## src/rtl/prio_irq_pkg.sv

```systemverilog
package prio_irq_pkg;
  localparam int VEC_W = 7;
  localparam int LVL_W = 2;
  localparam int REG_W = 16;

  localparam int ADR_CTL       = 0;
  localparam int ADR_FAST0     = 1;
  localparam int ADR_FAST1     = 2;
  localparam int ADR_PRIO_BASE = 4;

  localparam int CODES_PER_REG = REG_W / 2;

  typedef logic [1:0] prio_code_t;
  localparam prio_code_t PRIO_OFF = 2'b00;

  function automatic logic [LVL_W-1:0] code_to_lvl(input prio_code_t c);
    return c - 2'd1;
  endfunction
endpackage

```

## src/rtl/prio_irq_regs.sv

```systemverilog
module prio_irq_regs
  import prio_irq_pkg::*;
#(
  parameter int NUM_SRC = 16,
  parameter int ADDR_W  = 5
) (
  input  logic                          clk_i,
  input  logic                          rst_ni,
  input  logic                          wr_en_i,
  input  logic [ADDR_W-1:0]             addr_i,
  input  logic [REG_W-1:0]              wdata_i,
  output logic [REG_W-1:0]              rdata_o,
  input  logic [NUM_SRC-1:0]            pend_i,
  input  logic                          sending_i,
  output logic [NUM_SRC-1:0][1:0]       prio_o,
  output logic [VEC_W-1:0]              fast0_o,
  output logic [VEC_W-1:0]              fast1_o,
  output logic                          edge_sel_o
);
  localparam int NPRIO     = (NUM_SRC + CODES_PER_REG - 1) / CODES_PER_REG;
  localparam int NPEND     = (NUM_SRC + REG_W - 1) / REG_W;
  localparam int PEND_BASE = ADR_PRIO_BASE + NPRIO;

  logic [NPRIO-1:0][REG_W-1:0] prio_q, prio_d;
  logic [VEC_W-1:0]            fast0_q, fast0_d, fast1_q, fast1_d;
  logic                        edge_q, edge_d;
  logic [NPEND*REG_W-1:0]      pend_pad;

  assign pend_pad = {{(NPEND*REG_W-NUM_SRC){1'b0}}, pend_i};

  // next state
  always_comb begin
    prio_d  = prio_q;
    fast0_d = fast0_q;
    fast1_d = fast1_q;
    edge_d  = edge_q;
    if (wr_en_i) begin
      if (addr_i == ADDR_W'(ADR_CTL))   edge_d  = wdata_i[0];
      if (addr_i == ADDR_W'(ADR_FAST0)) fast0_d = wdata_i[VEC_W-1:0];
      if (addr_i == ADDR_W'(ADR_FAST1)) fast1_d = wdata_i[VEC_W-1:0];
      for (int r = 0; r < NPRIO; r++) begin
        if (addr_i == ADDR_W'(ADR_PRIO_BASE + r)) prio_d[r] = wdata_i;
      end
    end
  end

  always_ff @(posedge clk_i or negedge rst_ni) begin
    if (!rst_ni) begin
      prio_q  <= '0;
      fast0_q <= '0;
      fast1_q <= '0;
      edge_q  <= 1'b0;
    end else if (wr_en_i) begin
      prio_q  <= prio_d;
      fast0_q <= fast0_d;
      fast1_q <= fast1_d;
      edge_q  <= edge_d;
    end
  end

  // read mux
  always_comb begin
    rdata_o = '0;
    if (addr_i == ADDR_W'(ADR_CTL))   rdata_o = {sending_i, {(REG_W-2){1'b0}}, edge_q};
    if (addr_i == ADDR_W'(ADR_FAST0)) rdata_o = {{(REG_W-VEC_W){1'b0}}, fast0_q};
    if (addr_i == ADDR_W'(ADR_FAST1)) rdata_o = {{(REG_W-VEC_W){1'b0}}, fast1_q};
    for (int r = 0; r < NPRIO; r++) begin
      if (addr_i == ADDR_W'(ADR_PRIO_BASE + r)) rdata_o = prio_q[r];
    end
    for (int p = 0; p < NPEND; p++) begin
      if (addr_i == ADDR_W'(PEND_BASE + p)) rdata_o = pend_pad[p*REG_W +: REG_W];
    end
  end

  for (genvar i = 0; i < NUM_SRC; i++) begin : g_code
    assign prio_o[i] = prio_q[i / CODES_PER_REG][2*(i % CODES_PER_REG) +: 2];
  end

  assign fast0_o    = fast0_q;
  assign fast1_o    = fast1_q;
  assign edge_sel_o = edge_q;


  sending_ro_chk: assert property (@(posedge clk_i) disable iff (!rst_ni)
    (wr_en_i && addr_i == ADDR_W'(ADR_CTL)) |=> (rdata_o[REG_W-1] == sending_i || addr_i != ADDR_W'(ADR_CTL)));
endmodule

```

## src/rtl/prio_irq_ext_pin.sv

```systemverilog
module prio_irq_ext_pin (
  input  logic clk_i,
  input  logic rst_ni,
  input  logic pin_ni,
  input  logic edge_sel_i,
  input  logic lowpwr_i,
  input  logic ack_i,
  output logic req_o
);
  logic s1_q, s2_q, prev_q, latch_q;
  logic latch_d, edge_mode, fall;

  assign edge_mode = edge_sel_i && !lowpwr_i;
  assign fall      = prev_q && !s2_q;

  always_comb begin
    latch_d = latch_q;
    if (!edge_mode)  latch_d = 1'b0;
    else if (fall)   latch_d = 1'b1;
    else if (ack_i)  latch_d = 1'b0;
  end

  always_ff @(posedge clk_i or negedge rst_ni) begin
    if (!rst_ni) begin
      s1_q    <= 1'b1;
      s2_q    <= 1'b1;
      prev_q  <= 1'b1;
      latch_q <= 1'b0;
    end else begin
      s1_q    <= pin_ni;
      s2_q    <= s1_q;
      prev_q  <= s2_q;
      latch_q <= latch_d;
    end
  end

  assign req_o = edge_mode ? latch_q : !s2_q;


  lowpwr_no_latch_chk: assert property (@(posedge clk_i) disable iff (!rst_ni)
    lowpwr_i |=> !latch_q);


  edge_hold_chk: assert property (@(posedge clk_i) disable iff (!rst_ni)
    (edge_mode && latch_q && !ack_i) |=> (latch_q || !edge_mode));
endmodule

```

## src/rtl/prio_irq_arbiter.sv

```systemverilog
module prio_irq_arbiter
  import prio_irq_pkg::*;
#(
  parameter int NUM_SRC  = 16,
  parameter int VEC_BASE = 2,
  localparam int IDX_W   = $clog2(NUM_SRC)
) (
  input  logic [NUM_SRC-1:0]       pend_i,
  input  logic [NUM_SRC-1:0]       excl_i,
  input  logic [NUM_SRC-1:0][1:0]  prio_i,
  input  logic [VEC_W-1:0]         fast0_i,
  input  logic [VEC_W-1:0]         fast1_i,
  input  logic [LVL_W-1:0]         mask_i,
  output logic                     win_valid_o,
  output logic [IDX_W-1:0]         win_idx_o,
  output logic [LVL_W-1:0]         win_lvl_o,
  output logic [VEC_W-1:0]         win_vec_o
);
  logic [NUM_SRC-1:0][VEC_W-1:0] vec;
  logic [NUM_SRC-1:0][3:0]       score;
  logic [NUM_SRC-1:0]            elig;

  for (genvar i = 0; i < NUM_SRC; i++) begin : g_src
    assign vec[i]   = VEC_W'(VEC_BASE + i);
    assign elig[i]  = pend_i[i] && !excl_i[i] && (code_to_lvl(prio_i[i]) >= mask_i);
    assign score[i] = {code_to_lvl(prio_i[i]), vec[i] == fast0_i, vec[i] == fast1_i};
  end

  // scan from lowest index; strict compare keeps the lowest vector on ties
  always_comb begin
    logic [3:0] best;
    best        = '0;
    win_valid_o = 1'b0;
    win_idx_o   = '0;
    for (int i = 0; i < NUM_SRC; i++) begin
      if (elig[i] && (!win_valid_o || score[i] > best)) begin
        win_valid_o = 1'b1;
        win_idx_o   = IDX_W'(i);
        best        = score[i];
      end
    end
    win_lvl_o = best[3:2];
    win_vec_o = vec[win_idx_o];
  end
endmodule

```

## src/rtl/prio_irq_ctrl.sv

```systemverilog
module prio_irq_ctrl
  import prio_irq_pkg::*;
#(
  parameter int NUM_SRC  = 16,
  parameter int VEC_BASE = 2,
  parameter int ADDR_W   = 5
) (
  input  logic                 clk_i,
  input  logic                 rst_ni,
  input  logic [NUM_SRC-2:0]   src_req_i,
  input  logic                 ext_irq_ni,
  input  logic                 lowpwr_i,
  input  logic                 reg_wr_i,
  input  logic [ADDR_W-1:0]    reg_addr_i,
  input  logic [15:0]          reg_wdata_i,
  output logic [15:0]          reg_rdata_o,
  input  logic [1:0]           core_mask_i,
  input  logic                 irq_ack_i,
  output logic                 irq_req_o,
  output logic [1:0]           irq_lvl_o,
  output logic [6:0]           irq_vec_o
);
  localparam int IDX_W = $clog2(NUM_SRC);

  logic [NUM_SRC-1:0][1:0] prio;
  logic [VEC_W-1:0]        fast0, fast1;
  logic                    edge_sel, ext_req, ext_ack;
  logic [NUM_SRC-1:0]      raw, pend, excl;

  logic                    win_valid;
  logic [IDX_W-1:0]        win_idx;
  logic [LVL_W-1:0]        win_lvl;
  logic [VEC_W-1:0]        win_vec;

  logic                    req_q, req_d;
  logic [IDX_W-1:0]        idx_q, idx_d;
  logic [LVL_W-1:0]        lvl_q, lvl_d;
  logic [VEC_W-1:0]        vec_q, vec_d;
  logic                    still_ok, keep;

  prio_irq_regs #(.NUM_SRC(NUM_SRC), .ADDR_W(ADDR_W)) u_regs (
    .clk_i, .rst_ni,
    .wr_en_i(reg_wr_i), .addr_i(reg_addr_i), .wdata_i(reg_wdata_i), .rdata_o(reg_rdata_o),
    .pend_i(pend), .sending_i(req_q),
    .prio_o(prio), .fast0_o(fast0), .fast1_o(fast1), .edge_sel_o(edge_sel)
  );

  assign ext_ack = irq_ack_i && req_q && (idx_q == '0);

  prio_irq_ext_pin u_pin (
    .clk_i, .rst_ni, .pin_ni(ext_irq_ni), .edge_sel_i(edge_sel),
    .lowpwr_i, .ack_i(ext_ack), .req_o(ext_req)
  );

  assign raw = {src_req_i, ext_req};

  for (genvar i = 0; i < NUM_SRC; i++) begin : g_pend
    assign pend[i] = raw[i] && (prio[i] != PRIO_OFF);
    assign excl[i] = irq_ack_i && req_q && (idx_q == IDX_W'(i));
  end

  prio_irq_arbiter #(.NUM_SRC(NUM_SRC), .VEC_BASE(VEC_BASE)) u_arb (
    .pend_i(pend), .excl_i(excl), .prio_i(prio), .fast0_i(fast0), .fast1_i(fast1),
    .mask_i(core_mask_i), .win_valid_o(win_valid), .win_idx_o(win_idx),
    .win_lvl_o(win_lvl), .win_vec_o(win_vec)
  );

  assign still_ok = pend[idx_q] && (code_to_lvl(prio[idx_q]) >= core_mask_i);
  assign keep     = req_q && !irq_ack_i && still_ok;

  // next state of the presented request
  always_comb begin
    req_d = req_q;
    idx_d = idx_q;
    lvl_d = lvl_q;
    vec_d = vec_q;
    if (!keep) begin
      req_d = win_valid;
      idx_d = win_idx;
      lvl_d = win_lvl;
      vec_d = win_vec;
    end
  end

  always_ff @(posedge clk_i or negedge rst_ni) begin
    if (!rst_ni) begin
      req_q <= 1'b0;
      idx_q <= '0;
      lvl_q <= '0;
      vec_q <= '0;
    end else begin
      req_q <= req_d;
      idx_q <= idx_d;
      lvl_q <= lvl_d;
      vec_q <= vec_d;
    end
  end

  assign irq_req_o = req_q;
  assign irq_lvl_o = lvl_q;
  assign irq_vec_o = vec_q;


  lvl_range_chk: assert property (@(posedge clk_i) disable iff (!rst_ni)
    irq_req_o |-> (irq_lvl_o != 2'd3));


  lvl_mask_chk: assert property (@(posedge clk_i) disable iff (!rst_ni)
    irq_req_o |-> (irq_lvl_o >= $past(core_mask_i)));


  hold_stable_chk: assert property (@(posedge clk_i) disable iff (!rst_ni)
    (irq_req_o && !irq_ack_i && still_ok) |=> (irq_req_o && $stable(irq_vec_o) && $stable(irq_lvl_o)));


  excl_onehot_chk: assert property (@(posedge clk_i) disable iff (!rst_ni)
    $onehot0(excl));


  win_pending_chk: assert property (@(posedge clk_i) disable iff (!rst_ni)
    win_valid |-> (pend[win_idx] && !excl[win_idx]));
endmodule

```

## config.mk

```make
export PLATFORM = sky130hd
export DESIGN_NAME = prio_irq_ctrl
export DESIGN_NICKNAME = d
export VERILOG_FILES = /design/src/rtl/prio_irq_pkg.sv /design/src/rtl/prio_irq_regs.sv /design/src/rtl/prio_irq_ext_pin.sv /design/src/rtl/prio_irq_arbiter.sv /design/src/rtl/prio_irq_ctrl.sv
export SDC_FILE = /design/constraint.sdc
export NUM_CORES = 1
export LEC_CHECK = 0
export ABC_AREA = 1
export BUFFER_PORTS_ARGS = -buffer_cell sky130_fd_sc_hd__buf_2
export CORE_ASPECT_RATIO = 1.25
export CORE_MARGIN = 5
export CORE_UTILIZATION = 30
export CTS_CLUSTER_DIAMETER = 60
export CTS_CLUSTER_SIZE = 25
export DETAILED_ROUTE_END_ITERATION = 12
export GPL_TIMING_DRIVEN = 0
export PLACE_DENSITY = 0.5
export SLEW_MARGIN = 20
export SYNTH_ARGS = -nofsm -noshare
export SYNTH_HDL_FRONTEND = slang
export SYNTH_SLANG_ARGS = --single-unit
```

## constraint.sdc

```tcl
create_clock -name clk_i -period 52.5 [get_ports clk_i]
set_input_delay 10.5 -clock clk_i [delete_from_list [all_inputs] [get_ports clk_i]]
set_output_delay 10.5 -clock clk_i [all_outputs]
set_load 0.02 [all_outputs]
```

After elaboration in Yosys (flattened, before gate mapping)
Memories as Yosys holds them, arrays and structs flattened. A register that Yosys moved wholly into a read port is not among the register bits.
Index checks and enable logic that the tools add are counted.
{"block": "word_totals", "ff_bits": 58, "rom_bits": 112, "in_bits": 44, "output_inout_bits": 26, "word_cells": 336, "mem_count": 1}
{"memory": "(no name shown)", "words": 16, "word_bits": 7, "rd": 1, "rd_ports_with_merged_regs": 1, "write_ports": 0, "line_no": "prio_irq_arbiter.sv:43", "text": "win_vec_o = vec[win_idx_o];"}
{"block": "op_classes", "add_sub_neg": 17, "n_lt_le_gt_ge": 33, "n_eq_ne": 53, "n_mux": 61, "reduce_logical": 159}
{"op": "equality test 4 x 7 -> 1 bit (first input constant)", "count": 16}
{"op": "two-way mux 16 bit", "count": 6}
{"op": "two-way mux 4 bit", "count": 24}
{"op": "logical AND 1 bit", "count": 85}
{"op": "> comparator 4 bit", "count": 15}
{"op": "equality test 3 x 7 -> 1 bit (first input constant)", "count": 8}
{"op": "zero test 1 bit", "count": 36}
{"op": ">= comparator 2 bit", "count": 17}
{"op": "subtractor 2 x 1 -> 2 bit (second input constant)", "count": 17}
{"op": "equality test 4 bit (second input constant)", "count": 8}
{"op": "nonzero test 2 bit", "count": 16}
{"op": "equality test 2 x 7 -> 1 bit (first input constant)", "count": 4}
{"op": "equality test 5 x 7 -> 1 bit (first input constant)", "count": 4}
{"op": "two-way mux 1 bit", "count": 22}
{"op": "equality test 4 x 3 -> 1 bit (second input constant)", "count": 4}
{"op": "equality test 5 x 3 -> 1 bit (second input constant)", "count": 3}
{"op": "logical OR 1 bit", "count": 15}
{"op": "two-way mux 3 bit", "count": 4}
{"op": "AND reduction 2 bit", "count": 5}
{"op": "binary-select mux 2 bit (select 4 bit)", "count": 1}
{"op": "equality test 4 x 2 -> 1 bit (second input constant)", "count": 2}
{"op": "two-way mux 2 bit", "count": 3}
{"op": "equality test 5 x 1 -> 1 bit (second input constant)", "count": 1}
{"op": "equality test 5 x 2 -> 1 bit (second input constant)", "count": 1}
{"op": "6 further kinds", "count": 6}

Logic depth before layout (Yosys ltp)
Gate-level depths: netlist (run 1).
{"block": "depth", "depth_word": 67, "mapped_depth": 172}

Cells and area by module
A second synthesis (run 1) with hierarchy kept.
{"block": "hier_totals", "cells_unflattened": 1280, "hier_area_um2": 8226.6}
{"mod": "prio_irq_arbiter", "n_inst": 1, "cells_each": 739, "area_each_um2": 4172.8}
{"mod": "prio_irq_regs", "n_inst": 1, "cells_each": 291, "area_each_um2": 2563.7}
{"mod": "prio_irq_ctrl", "n_inst": 1, "cells_each": 236, "area_each_um2": 1340.0}
{"mod": "prio_irq_ext_pin", "n_inst": 1, "cells_each": 14, "area_each_um2": 150.1}

Worst setup path before layout (run 1)
OpenSTA, ideal clock, no wires.
{"block": "synth_timing", "path_kind": "input to register", "startpoint": "input core_mask_i[1]", "endpoint": "register vec_q[2], in the netlist irq_vec_o[2]", "setup_time_ns": 0.117, "arrival_time_ns": 27.377, "path_slack_ns": 25.006, "path_stages": 162, "n_path_buf": 5, "path_cell_list": "inv_1 ha_1 nand2_1 nand3_1 nand2_2 nor2_4 nand4_1 ha_1 nand2_1 nand2_1 nand2_1 nand2_1 nand2_1 nand2_2 nand2_2 o21ai_0 inv_1 ha_1 [126 not listed] o21ai_0 nand2_1 nand2_1 inv_1 nand2_1 and2_1 ha_1 nand2_1 o21bai_1 a2bb2oi_1 o21ai_0 nand2_1 inv_1 nand3_1 a21o_1 ha_1 nand2_1 nand2_1"}
{"block": "synth_via", "elab_chain_len": 63, "word_cells_on_any_way": 141}
{"element": "start, declared", "line_no": "prio_irq_ctrl.sv:17", "text": "input logic [1:0] core_mask_i,"}
{"element": ">= comparator 2 bit", "line_no": "prio_irq_arbiter.sv:25", "text": "assign elig[i] = pend_i[i] && !excl_i[i] && (code_to_lvl(prio_i[i]) >= mask_i);"}
{"element": "logical AND 1 bit", "line_no": "prio_irq_arbiter.sv:25"}
{"element": "two-way mux 4 bit / two-way mux 1 bit (equally long branches)", "line_no": "prio_irq_arbiter.sv:36", "text": "if (elig[i] && (!win_valid_o || score[i] > best)) begin"}
{"element": "> comparator 4 bit / zero test 1 bit (equally long branches)", "line_no": "prio_irq_arbiter.sv:36"}
{"element": "logical OR 1 bit", "line_no": "prio_irq_arbiter.sv:36"}
{"element": "logical AND 1 bit", "line_no": "prio_irq_arbiter.sv:36"}
{"element": "two-way mux 4 bit / two-way mux 1 bit (equally long branches)", "line_no": "prio_irq_arbiter.sv:36"}
{"element": "> comparator 4 bit / zero test 1 bit (equally long branches)", "line_no": "prio_irq_arbiter.sv:36"}
{"element": "[48 not listed]"}
{"element": "logical OR 1 bit", "line_no": "prio_irq_arbiter.sv:36"}
{"element": "logical AND 1 bit", "line_no": "prio_irq_arbiter.sv:36"}
{"element": "two-way mux 4 bit / two-way mux 1 bit (equally long branches)", "line_no": "prio_irq_arbiter.sv:36"}
{"element": "> comparator 4 bit / zero test 1 bit (equally long branches)", "line_no": "prio_irq_arbiter.sv:36"}
{"element": "logical OR 1 bit", "line_no": "prio_irq_arbiter.sv:36"}
{"element": "logical AND 1 bit", "line_no": "prio_irq_arbiter.sv:36"}
{"element": "two-way mux 4 bit *", "line_no": "prio_irq_arbiter.sv:36"}
{"element": "net u_arb.win_idx_o[2]", "line_no": "prio_irq_arbiter.sv:15", "text": "output logic [IDX_W-1:0] win_idx_o,"}
{"element": "end, declared", "line_no": "prio_irq_ctrl.sv:38", "text": "logic [VEC_W-1:0] vec_q, vec_d;"}
The timed path passes the listed nets; every way through them passes the cells marked *.
A chain may end at the register's enable or synchronous reset.

Worst setup path after layout (run 1)
Same ends and word-level chain as after synthesis.

==> out/results.env, run 1 <==
GP_ROUTABILITY_CONGESTION=0.918
FINAL-MAX-SLEW-VIOLATION-COUNT=0
CRIT_START='core_mask_i[1]'
CP-START-KIND='input pin'
SETUP.WORST_PATH.END='irq_vec_o[2]$_DFFE_PN0N_'
SYN-CELL-AREA_SQ_MM=0.00750
YOSYSWARNINGS=0
PATH_MAX_FANOUT=17
ANTENNA_FOUND_INITIAL=0
CLOCK_LATENCY_NS=0.35
GLOBALROUTETOTALUTIL_PCT=19.2
POWER.STATIC_LEAKAGE_nW=4.58
WORST-ENDPOINT-REQUIRED_NS=52.74
CLOCKROOTBUFFER='clkbuf_16'
SETUP.WORST_PATH.END_CLASS='flip-flop'
REGAREA_SQ_MM=0.00156
HOLD_PATH_STARTPOINT='u_pin.s1_q$_DFF_PN1_'
FINALPOWER_mW=0.570
SYNTH-ADDER-AREA-SHARE_PCT=17.5
MULTI_INPUT_AREA_SQ_MM=0.00497
DETAIL_ROUTE.WL_PER_CELL_MICRONS=16.9
LARGEST_NET_DEGREE_AT_THE_START_OF_GLOBAL_ROUTING=55
YS_SEQ_ELEMENTS=62
POSTSYNTHAREAPERCELL_SQ_UM=6.47
DPL.HPWL_MICRONS=22700
CRIT_TYPE='input pin to flip-flop'
PLACED_CELLS_INCL_TAPS=1558
CTS_BUFFER_DEPTH=2
HTREE_LEVELS=3
WORST_HOLD_MARGIN_NS=0.354
NETLIST_INSTANCES=1159
NUMBER_OF_GLOBAL_ROUTE_VIAS_BEFORE_REPAIR=7616
CORE_AREA_SQ_MM=0.0246
SYNTH_COMPOUND_GATE_AREA_SHARE_PCT=17.0
FINAL_COMMON_CELL='nand2_1'
GRT_SETUP_UNREPAIRED='no'
PWR_DENSITY_CELL_mW_PER_MM2=66.2
FLOORPLAN.DIE.WIDTH_MICRONS=151
POST_SYNTH_AND_OR_NAND_NOR_AREA_FRACTION_PCT=31.3
CRITICAL_PATH_MOST_COMMON_CELL='nand2_1'
DIE-AREA_SQ_MM=0.0283
ROUTED_VIA_DENSITY=4.87
POST_CTS_RESIZE_COUNT=0
YOSYS.CELL_TYPES.COUNT=50
CRITICAL_PATH.REG2REG.ENDPOINT='irq_vec_o[2]$_DFFE_PN0N_'
TIMING.CRITICAL_PATH.SLOWEST_CELL_DELAY_NS=0.66
CTS_TREE='done'
CRITICAL_PATH.SLOWEST_CELL='inv_1'
LAYOUT.CELLS.MOST_COMMON_LIST='266 x nand2_1, 217 x inv_1, 114 x o21ai_0, 105 x ha_1, 95 x nor2_1'
DOMINANT_COMBINATIONAL_CELL_FAMILY_BY_AREA_AFTER_SYNTHESIS='simple AND/OR/NAND/NOR gates'
ANTENNA-DIODE-COUNT=0
TIMING.FINAL.WS_SETUP_NS=21.69
INITIAL_UTILIZATION_PCT=30.5
VIAS=7668
ARRIVAL_NS=31.04
VDD.IR_DROP.WORST_mV=0.0287
PLACE.PORT_BUFFERS=67
FINAL-HOLD-VIOLATION-COUNT=0
MUXSHAREOFSYNTHAREA_PCT=0.133
GRT_OVERFLOW=0
FLOORPLAN.DIE.HEIGHT_MICRONS=187
SETUP-TNS-FINAL_NS=0
LAYOUT.CELLS.NON_FILLER=1574
IO-PIN-COUNT=70
CTS_POST_SETUP_BUFFERS_INSERTED=0
STATUS='complete, no violations'
CTS.SINKS=62
DRT_PASS_1_ITERS=5
SYNTHXORXNORAREAFRAC_PCT=0.117
R2R.WORST_PATH.CELLS=156
NUMCTSBUFFERS=9
FP-ROW-COUNT=64
DRIVE_GT1_SHARE_PCT=12.7
CTS_HOLD_BUF=0
FIN_CRIT_NS=30.81
TIGHTESTPINTRANSITION_NS=0.928
DRT_DRC_VIOLATIONS_LEFT=0
RRSETUPSLACK_NS=31.71
HOLD_CLASS='flip-flop to flip-flop'
SETUP_VIOL=0
MAXSLEWHEADROOM_PCT=38.1
FMAXACHIEVABLE_MHz=32.5
CLK_PIN_SLEW_WORST_PATHS_NS=0.06
FIN_CRIT_SH_PCT=58.7
ROUTE.ANTENNA.REMAINING_NETS=0
R2R_START='u_regs.prio_o[0]$_DFFE_PN0P_'
CLOCK_SKEW_NS=0.00942
SYNTH_TOP_FLOP_CELL='dfrtp_1'
SYNTH-SEQ-AREA-SHARE_PCT=20.7
AREAGROWTHSYNTHTOFINISH_PCT=14.7
FILL_CELLS=2724
WL_MICRONS=26600
DRC_VIOLATION_TOTAL_AFTER_THE_FIRST_TRITONROUTE_ITERATION=401
GRT_FIRST_PASS_WIRELENGTH_MICRONS=41900
POST_SYNTH_EDFFS=0
FINAL_NETS=1388
DPL_WORST_SLACK_NS=21.36
SYNTH-ASYNC-RESET-RATIO_PCT=100
MAX_CAP_VIOLATIONS=0
==> cells in the mapped netlist, types with 9 or more instances <==
| master | instances | area [sq um] |
|---|---|---|
| nor2_1 | 95 | 357 |
| dfrtp_1 | 59 | 1480 |
| nand3_2 | 9 | 90.1 |
| clkbuf_1 | 12 | 45.0 |
| a21oi_1 | 28 | 140 |
| o21ai_0 | 114 | 571 |
| nand2_1 | 266 | 998 |
| inv_1 | 217 | 815 |
| o21bai_1 | 10 | 75.1 |
| nand2_2 | 30 | 188 |
| ha_1 | 105 | 1310 |
| o22ai_1 | 22 | 138 |
| nor3_1 | 12 | 60.1 |
| nand4_1 | 22 | 138 |
| nand3_1 | 58 | 290 |
==> metal layers <==
| metal | part of all wire, % | GRT usage, % | vias up |
|---|---|---|---|
| met5 | 0 | 0 | - |
| met4 | 4.0 | 8.09 | 0 |
| met3 | 5.2 | 3.06 | 45 |
| met2 | 47 | 31.6 | 197 |
| met1 | 44 | 24.5 | 3483 |
| li1 | - | - | 3943 |
==> worst min-delay path by stage <==
stage                           endpoint  slack [ns]  cells past startpoint
CTS                 u_pin.s2_q$_DFF_PN1_        0.35                      0
detailed placement  u_pin.s2_q$_DFF_PN1_        0.35                      0
floorplan           u_pin.s2_q$_DFF_PN1_        0.35                      0
global placement    u_pin.s2_q$_DFF_PN1_        0.35                      0
global route        u_pin.s2_q$_DFF_PN1_        0.36                      0
finish              u_pin.s2_q$_DFF_PN1_        0.35                      0
==> sequential cells by signal, indices dropped and copies added (netlist names) <==
name,count
idx_q,4
irq_lvl_o,2
irq_req_o,1
irq_vec_o,4
u_pin.latch_q,1
u_pin.prev_q,1
u_pin.s1_q,1
u_pin.s2_q,1
u_regs.edge_sel_o,1
u_regs.fast0_o,7
u_regs.fast1_o,7
u_regs.prio_o,32
==> cell families (layout without fill, tap and decap cells) <==
logic type / after synthesis / in the layout
muxes: 1 / 1
and+or+nand+nor: 520 / 520
buffers and inverters: 250 / 334
AOI/OAI and AO/OA: 219 / 219
xor gates and xnor gates: 1 / 1
other: 1 / 2
adders and majority gates: 105 / 105
DFF: 62 / 62
==> critical path, delay by kind of cell <==
kind | cells | cell delay (ns)
compound gates | 36 | 5.37
fa+ha+maj | 17 | 5.06
buf+inv | 21 | 2.61
simple gates | 81 | 7.45
==> through the flow <==
step                util, %  cell area (sq um)
floorplan                 -               7500
global placement       33.6               8250
detailed placement     33.7               8280
CTS                    35.0               8600
global route           35.0               8600
finish                 35.0               8600
==> area by class of cell <==
class                   count  area share, %
multi-input cells         848           57.7
clock buffers               9           2.62
clock inverters             7           1.13
repair buffers             68           4.25
flip-flops and latches     62           18.1
inverters                 229           10.0
well taps                 330           4.80
plain buffers              21           1.41
==> power breakdown <==
| group | switching (mW) | internal [mW] | total (mW) |
|---|---|---|---|
| combinational | 0.269 | 0.160 | 0.429 |
| clock | 0.0233 | 0.0417 | 0.0649 |
| sequential | 0.0153 | 0.0606 | 0.0759 |
Note: power is estimated with default switching activity, not from simulation.
==> run 2, diff against run 1 <==
--- a/config.mk
+++ b/config.mk
@@ -14,7 +14,7 @@
 export CTS_CLUSTER_SIZE = 25
 export DETAILED_ROUTE_END_ITERATION = 12
 export GPL_TIMING_DRIVEN = 0
-export PLACE_DENSITY = 0.5
+export PLACE_DENSITY = 0.52
 export SLEW_MARGIN = 20
 export SYNTH_ARGS = -nofsm -noshare
 export SYNTH_HDL_FRONTEND = slang
==> constraint.sdc (replaced) <==
create_clock -name clk_i -period 26.3 [get_ports clk_i]
set_input_delay 5.26 -clock clk_i [delete_from_list [all_inputs] [get_ports clk_i]]
set_output_delay 5.26 -clock clk_i [all_outputs]
set_load 0.02 [all_outputs]
==> out/results.env, run 2 (synthesis gave the netlist of run 1 again) <==
STATUS='complete, no violations'
DELAY_HEAVIEST_FAMILY_CP='simple AND/OR/NAND/NOR gates'
WL_MET1_MICRONS=11800
HIGHEST_LAYER='met4'
ANTENNA-DIODE-COUNT=0
VDD.IR_DROP.WORST_mV=0.0610
VIAS=7775
CLOCK_SKEW_NS=0.00916
LARGEST_REG_FLOPS=32
CRIT_START='core_mask_i[1]'
FIN_CRIT_NS=24.15
AREAGROWTHSYNTHTOFINISH_PCT=15.5
PLACE.PORT_BUFFERS=67
FINAL-HOLD-VIOLATION-COUNT=0
ROUTED_VIA_DENSITY=4.92
DRC_VIOLATION_TOTAL_AFTER_THE_FIRST_TRITONROUTE_ITERATION=520
FMAXACHIEVABLE_MHz=41.4
FLOORPLAN.DIE.HEIGHT_MICRONS=187
FIN_CRIT_SH_PCT=91.8
GRT_OVERFLOW=0
DETAILED_PLACE.AREA_SQ_MM=0.00828
HOLD_CLASS='flip-flop to flip-flop'
WORST-ENDPOINT-REQUIRED_NS=26.52
CTS_BUFFER_DEPTH=2
FINAL-MAX-SLEW-VIOLATION-COUNT=0
NUMBER_OF_GLOBAL_ROUTE_VIAS_BEFORE_REPAIR=7593
TIMING.CRITICAL_PATH.SLOWEST_CELL_DELAY_NS=0.37
ROUTE.ANTENNA.REMAINING_NETS=0
INITIAL_UTILIZATION_PCT=30.5
DPL.HPWL_MICRONS=22400
WL_MICRONS=26300
IO-PIN-COUNT=70
PLACED_CELLS_INCL_TAPS=1558
CLK_PIN_SLEW_WORST_PATHS_NS=0.06
FINAL_COMMON_CELL='nand2_1'
GRT_FIRST_PASS_WIRELENGTH_MICRONS=41800
POWER.STATIC_LEAKAGE_nW=4.60
CP-START-KIND='input pin'
SETUP.WORST_PATH.END_CLASS='flip-flop'
NUMCTSBUFFERS=9
WORSTPATHBUFFERINVERTERCOUNT=22
HTREE_LEVELS=3
CRITICAL_PATH.SLOWEST_CELL='ha_1'
R2R_START='u_regs.prio_o[0]$_DFFE_PN0P_'
WORST_HOLD_MARGIN_NS=0.356
DETAIL_ROUTE.WL_PER_CELL_MICRONS=16.7
FINAL_NETS=1394
LAYOUT.CELLS.MOST_COMMON_LIST='265 x nand2_1, 216 x inv_1, 105 x o21ai_0, 105 x ha_1, 95 x nor2_1'
DRT_DRC_VIOLATIONS_LEFT=0
GLOBALROUTETOTALUTIL_PCT=18.9
FP-ROW-COUNT=64
DRT_PASS_1_ITERS=5
ANTENNA_FOUND_INITIAL=0
CORE_AREA_SQ_MM=0.0246
CRITICAL_PATH_MOST_COMMON_CELL='nand2_1'
CLOCK_LATENCY_NS=0.33
DRIVE_GT1_SHARE_PCT=13.3
PATH_MAX_FANOUT=10
DIE-AREA_SQ_MM=0.0283
CTS.SINKS=62
ARRIVAL_NS=24.37
FINALPOWER_mW=1.15
CRIT_TYPE='input pin to flip-flop'
CTS_TREE='done'
MAXSLEWHEADROOM_PCT=33.6
HOLD_PATH_STARTPOINT='u_pin.s1_q$_DFF_PN1_'
PWR_DENSITY_CELL_mW_PER_MM2=132
MAX_CAP_VIOLATIONS=0
GP_ROUTABILITY_CONGESTION=0.936
LAYOUT.CELLS.NON_FILLER=1580
ROUTED-WL-MET3_MICRONS=1310
LARGEST_NET_DEGREE_AT_THE_START_OF_GLOBAL_ROUTING=56
TIGHTESTPINTRANSITION_NS=0.971
FLOORPLAN.DIE.WIDTH_MICRONS=151
SETUP_VIOL=0
POST-ROUTE-CELL-AREA_SQ_MM=0.00866
WL_MET2_MICRONS=12100
CLOCKROOTBUFFER='clkbuf_16'
-- run 2: cell types whose count changed in the layout (fill, tap and decap cells not counted), sizes merged --
cell / change
inv: -2
buf: +6
clkinv: -1
clkbuf: +3
-- run 2: worst paths after layout --
kind	to	slack [ns]	cells after the start
max reg2reg	irq_vec_o[2]$_DFFE_PN0N_	6.40	162
max	irq_vec_o[2]$_DFFE_PN0N_	2.15	161
min reg2reg	u_pin.s2_q$_DFF_PN1_	0.36	0
min	u_pin.s2_q$_DFF_PN1_	0.36	0
max in group asynchronous	u_pin.s1_q$_DFF_PN1_	20.99	2
min in group asynchronous	irq_vec_o[3]$_DFFE_PN0N_	4.75	1
-- run 2: area by class of cell --
class	instances	area (sq um)
Sequential cell	62	1560
Inverter	229	865
Tap cell	330	413
Fill cell	2741	15900
Clock inverter	4	72.6
Buffer	21	121
Multi-Input combinational cell	848	4990
Timing Repair Buffer	74	413
Clock buffer	12	236
-- run 2: per-layer routing --
| metal | global-route usage [%] | up-vias |
|---|---|---|
| met5 | 0 | - |
| met4 | 7.71 | 0 |
| met3 | 2.06 | 50 |
| met2 | 30.9 | 249 |
| met1 | 25.1 | 3520 |
| li1 | - | 3956 |
-- run 2: power by group --
part | total (mW) | leakage, nW | internal (mW) | switching (mW)
clock network | 0.124 | 0.147 | 0.0828 | 0.0415
registers | 0.151 | 0.783 | 0.121 | 0.0298
logic | 0.872 | 3.67 | 0.326 | 0.547
total | 1.15 | 4.60 | 0.529 | 0.618
-- run 2: metrics by stage --
stage	utilization (%)	TNS [ns]	worst slack [ns]
final	35.2	0	2.15
after CTS	34.9	0	0.868
after detailed placement	33.7	0	0.602
after global placement	33.6	0	0.665
after global routing	35.2	-0.0849	-0.0540
after floorplan	-	0	4.05
-- run 2: repair_timing --
action                                  in CTS  in global routing
setup buffers                                0                  6
resized for setup                            0                 17
endpoints found under the setup margin       0                 10
hold buffers                                 0                  0
==> run 3, diff against run 2 <==
--- a/config.mk
+++ b/config.mk
@@ -14,7 +14,7 @@
 export CTS_CLUSTER_SIZE = 25
 export DETAILED_ROUTE_END_ITERATION = 12
 export GPL_TIMING_DRIVEN = 0
-export PLACE_DENSITY = 0.52
+export PLACE_DENSITY = 0.5
 export SLEW_MARGIN = 20
 export SYNTH_ARGS = -nofsm -noshare
 export SYNTH_HDL_FRONTEND = slang
==> constraint.sdc (replaced) <==
create_clock -name clk_i -period 22.8 [get_ports clk_i]
set_input_delay 4.56 -clock clk_i [delete_from_list [all_inputs] [get_ports clk_i]]
set_output_delay 4.56 -clock clk_i [all_outputs]
set_load 0.02 [all_outputs]
==> out/results.env, run 3 (synthesis gave the netlist of run 1 again) <==
RRSETUPSLACK_NS=3.91
MAXSLEWHEADROOM_PCT=31.6
VIAS=8103
TIGHTESTPINTRANSITION_NS=1.00
SETUP.WORST_PATH.END='irq_vec_o[2]$_DFFE_PN0N_'
FLOORPLAN.DIE.WIDTH_MICRONS=151
PATH_MAX_FANOUT=8
LAYOUT.CELLS.MOST_COMMON_LIST='231 x nand2_1, 203 x inv_1, 91 x nor2_1, 84 x ha_1, 79 x o21ai_0'
AREAGROWTHSYNTHTOFINISH_PCT=32.1
WORST-ENDPOINT-REQUIRED_NS=23.04
DRC_VIOLATION_TOTAL_AFTER_THE_FIRST_TRITONROUTE_ITERATION=450
FINAL_COMMON_CELL='nand2_1'
LAYOUT.CELLS.NON_FILLER=1640
DETAIL_ROUTE.WL_PER_CELL_MICRONS=17.4
CRITICAL_PATH.SLOWEST_CELL='ha_1'
CLOCK_LATENCY_NS=0.35
CRIT_TYPE='input pin to flip-flop'
PLACE.PORT_BUFFERS=67
ROUTE.ANTENNA.REMAINING_NETS=0
TIMING.CRITICAL_PATH.SLOWEST_CELL_DELAY_NS=0.37
FP-ROW-COUNT=64
FIN_CRIT_SH_PCT=98.1
FINAL_NETS=1454
HIGHEST_LAYER='met4'
CTS_BUFFER_DEPTH=2
SETUP-TNS-FINAL_NS=0
INITIAL_UTILIZATION_PCT=30.5
GRT_FIRST_PASS_WIRELENGTH_MICRONS=42400
CRITICAL_PATH.REG2REG.ENDPOINT='irq_vec_o[2]$_DFFE_PN0N_'
DRIVE_GT1_SHARE_PCT=26.8
FILL_CELLS=2600
VDD.IR_DROP.WORST_mV=0.0728
DPL.HPWL_MICRONS=22700
CRITICAL_PATH_MOST_COMMON_CELL='nand2_1'
FMAXACHIEVABLE_MHz=44.7
TIMING.FINAL.WS_SETUP_NS=0.431
FINAL-MAX-SLEW-VIOLATION-COUNT=0
FLOORPLAN.DIE.HEIGHT_MICRONS=187
STATUS='complete, no violations'
FIN_CRIT_NS=22.37
ROUTED_VIA_DENSITY=4.94
NUMBER_OF_GLOBAL_ROUTE_VIAS_BEFORE_REPAIR=7716
WL_MET2_MICRONS=13800
GP_ROUTABILITY_CONGESTION=0.918
CTS.SINKS=62
ANTENNA_FOUND_INITIAL=0
R2R_START='u_regs.prio_o[0]$_DFFE_PN0P_'
HTREE_LEVELS=3
R2R.WORST_PATH.CELLS=164
IO-PIN-COUNT=70
ARRIVAL_NS=22.61
POWER.STATIC_LEAKAGE_nW=5.01
CTS_TREE='done'
LARGEST_NET_DEGREE_AT_THE_START_OF_GLOBAL_ROUTING=55
CLOCK_SKEW_NS=0.0105
HOLD_CLASS='flip-flop to flip-flop'
WL_MET1_MICRONS=12300
NUMCTSBUFFERS=9
SETUP_VIOL=0
WL_MICRONS=28600
DIE-AREA_SQ_MM=0.0283
PLACED_CELLS_INCL_TAPS=1558
GRT_SETUP_UNREPAIRED='yes'
DPL_WORST_SLACK_NS=-2.40
CLK_PIN_SLEW_WORST_PATHS_NS=0.06
LARGEST_REG_FLOPS=32
CP-START-KIND='input pin'
PWR_DENSITY_CELL_mW_PER_MM2=175
WORST_HOLD_MARGIN_NS=0.354
SETUP.WORST_PATH.END_CLASS='flip-flop'
CTS_HOLD_BUF=0
FINAL-HOLD-VIOLATION-COUNT=0
GLOBALROUTETOTALUTIL_PCT=19.4
CORE_AREA_SQ_MM=0.0246
CLOCKROOTBUFFER='clkbuf_16'
MAX_CAP_VIOLATIONS=0
DRT_PASS_1_ITERS=5
ANTENNA-DIODE-COUNT=0
GRT_OVERFLOW=0
DRT_DRC_VIOLATIONS_LEFT=0
ROUTED-WL-MET3_MICRONS=1390
CRIT_START='core_mask_i[1]'
[run 3: worst max-delay path: cells and delay by family]
kind / cells / cell delay [ns]
AOI/OAI and AO/OA: 31 / 3.66
buffers and inverters: 26 / 2.15
adders and majority gates: 17 / 4.79
muxes: 1 / 0.18
and+or+nand+nor: 88 / 7.17
[run 3: metrics by stage]
step,cell area [sq um],util (%),power [mW]
final,9910,40.3,1.73
after global placement,8250,33.6,1.15
after global routing,9910,40.3,1.91
after detailed placement,8280,33.7,1.16
after floorplan,7500,-,0.930
after CTS,8750,35.6,1.35
[run 3: worst min path at each step]
stage / slack [ns] / cells past startpoint / from / endpoint
global placement: 0.35 / 0 / u_pin.s1_q$_DFF_PN1_ / u_pin.s2_q$_DFF_PN1_
global route: 0.36 / 0 / u_pin.s1_q$_DFF_PN1_ / u_pin.s2_q$_DFF_PN1_
detailed placement: 0.35 / 0 / u_pin.s1_q$_DFF_PN1_ / u_pin.s2_q$_DFF_PN1_
finish: 0.35 / 0 / u_pin.s1_q$_DFF_PN1_ / u_pin.s2_q$_DFF_PN1_
floorplan: 0.35 / 0 / u_pin.s1_q$_DFF_PN1_ / u_pin.s2_q$_DFF_PN1_
CTS: 0.35 / 0 / u_pin.s1_q$_DFF_PN1_ / u_pin.s2_q$_DFF_PN1_
[run 3: final cells by class]
type | instances | area, sq um | area share, %
Multi-Input combinational cell | 850 | 5710 | 57.7
Sequential cell | 62 | 1560 | 15.7
Clock buffer | 9 | 225 | 2.27
Clock inverter | 7 | 97.6 | 0.985
Timing Repair Buffer | 132 | 895 | 9.03
Tap cell | 330 | 413 | 4.17
Buffer | 21 | 128 | 1.29
Inverter | 229 | 881 | 8.89
[run 3: per-layer routing]
| metal | vias up | global-route usage [%] |
|---|---|---|
| met3 | 51 | 3.08 |
| met2 | 227 | 32.0 |
| met5 | - | 0 |
| met4 | 0 | 8.44 |
| li1 | 4086 | - |
| met1 | 3739 | 24.8 |
[run 3: timing repair]
item / CTS / global route
gates cloned: 1 / 3
setup buffers: 11 / 51
setup endpoints to repair: 10 / 10
pin swaps: 18 / 124
resized for setup: 37 / 180
[run 3: power by group]
group	internal (mW)	switching, mW
clock network	0.0959	0.0543
registers	0.140	0.0359
logic	0.604	0.800
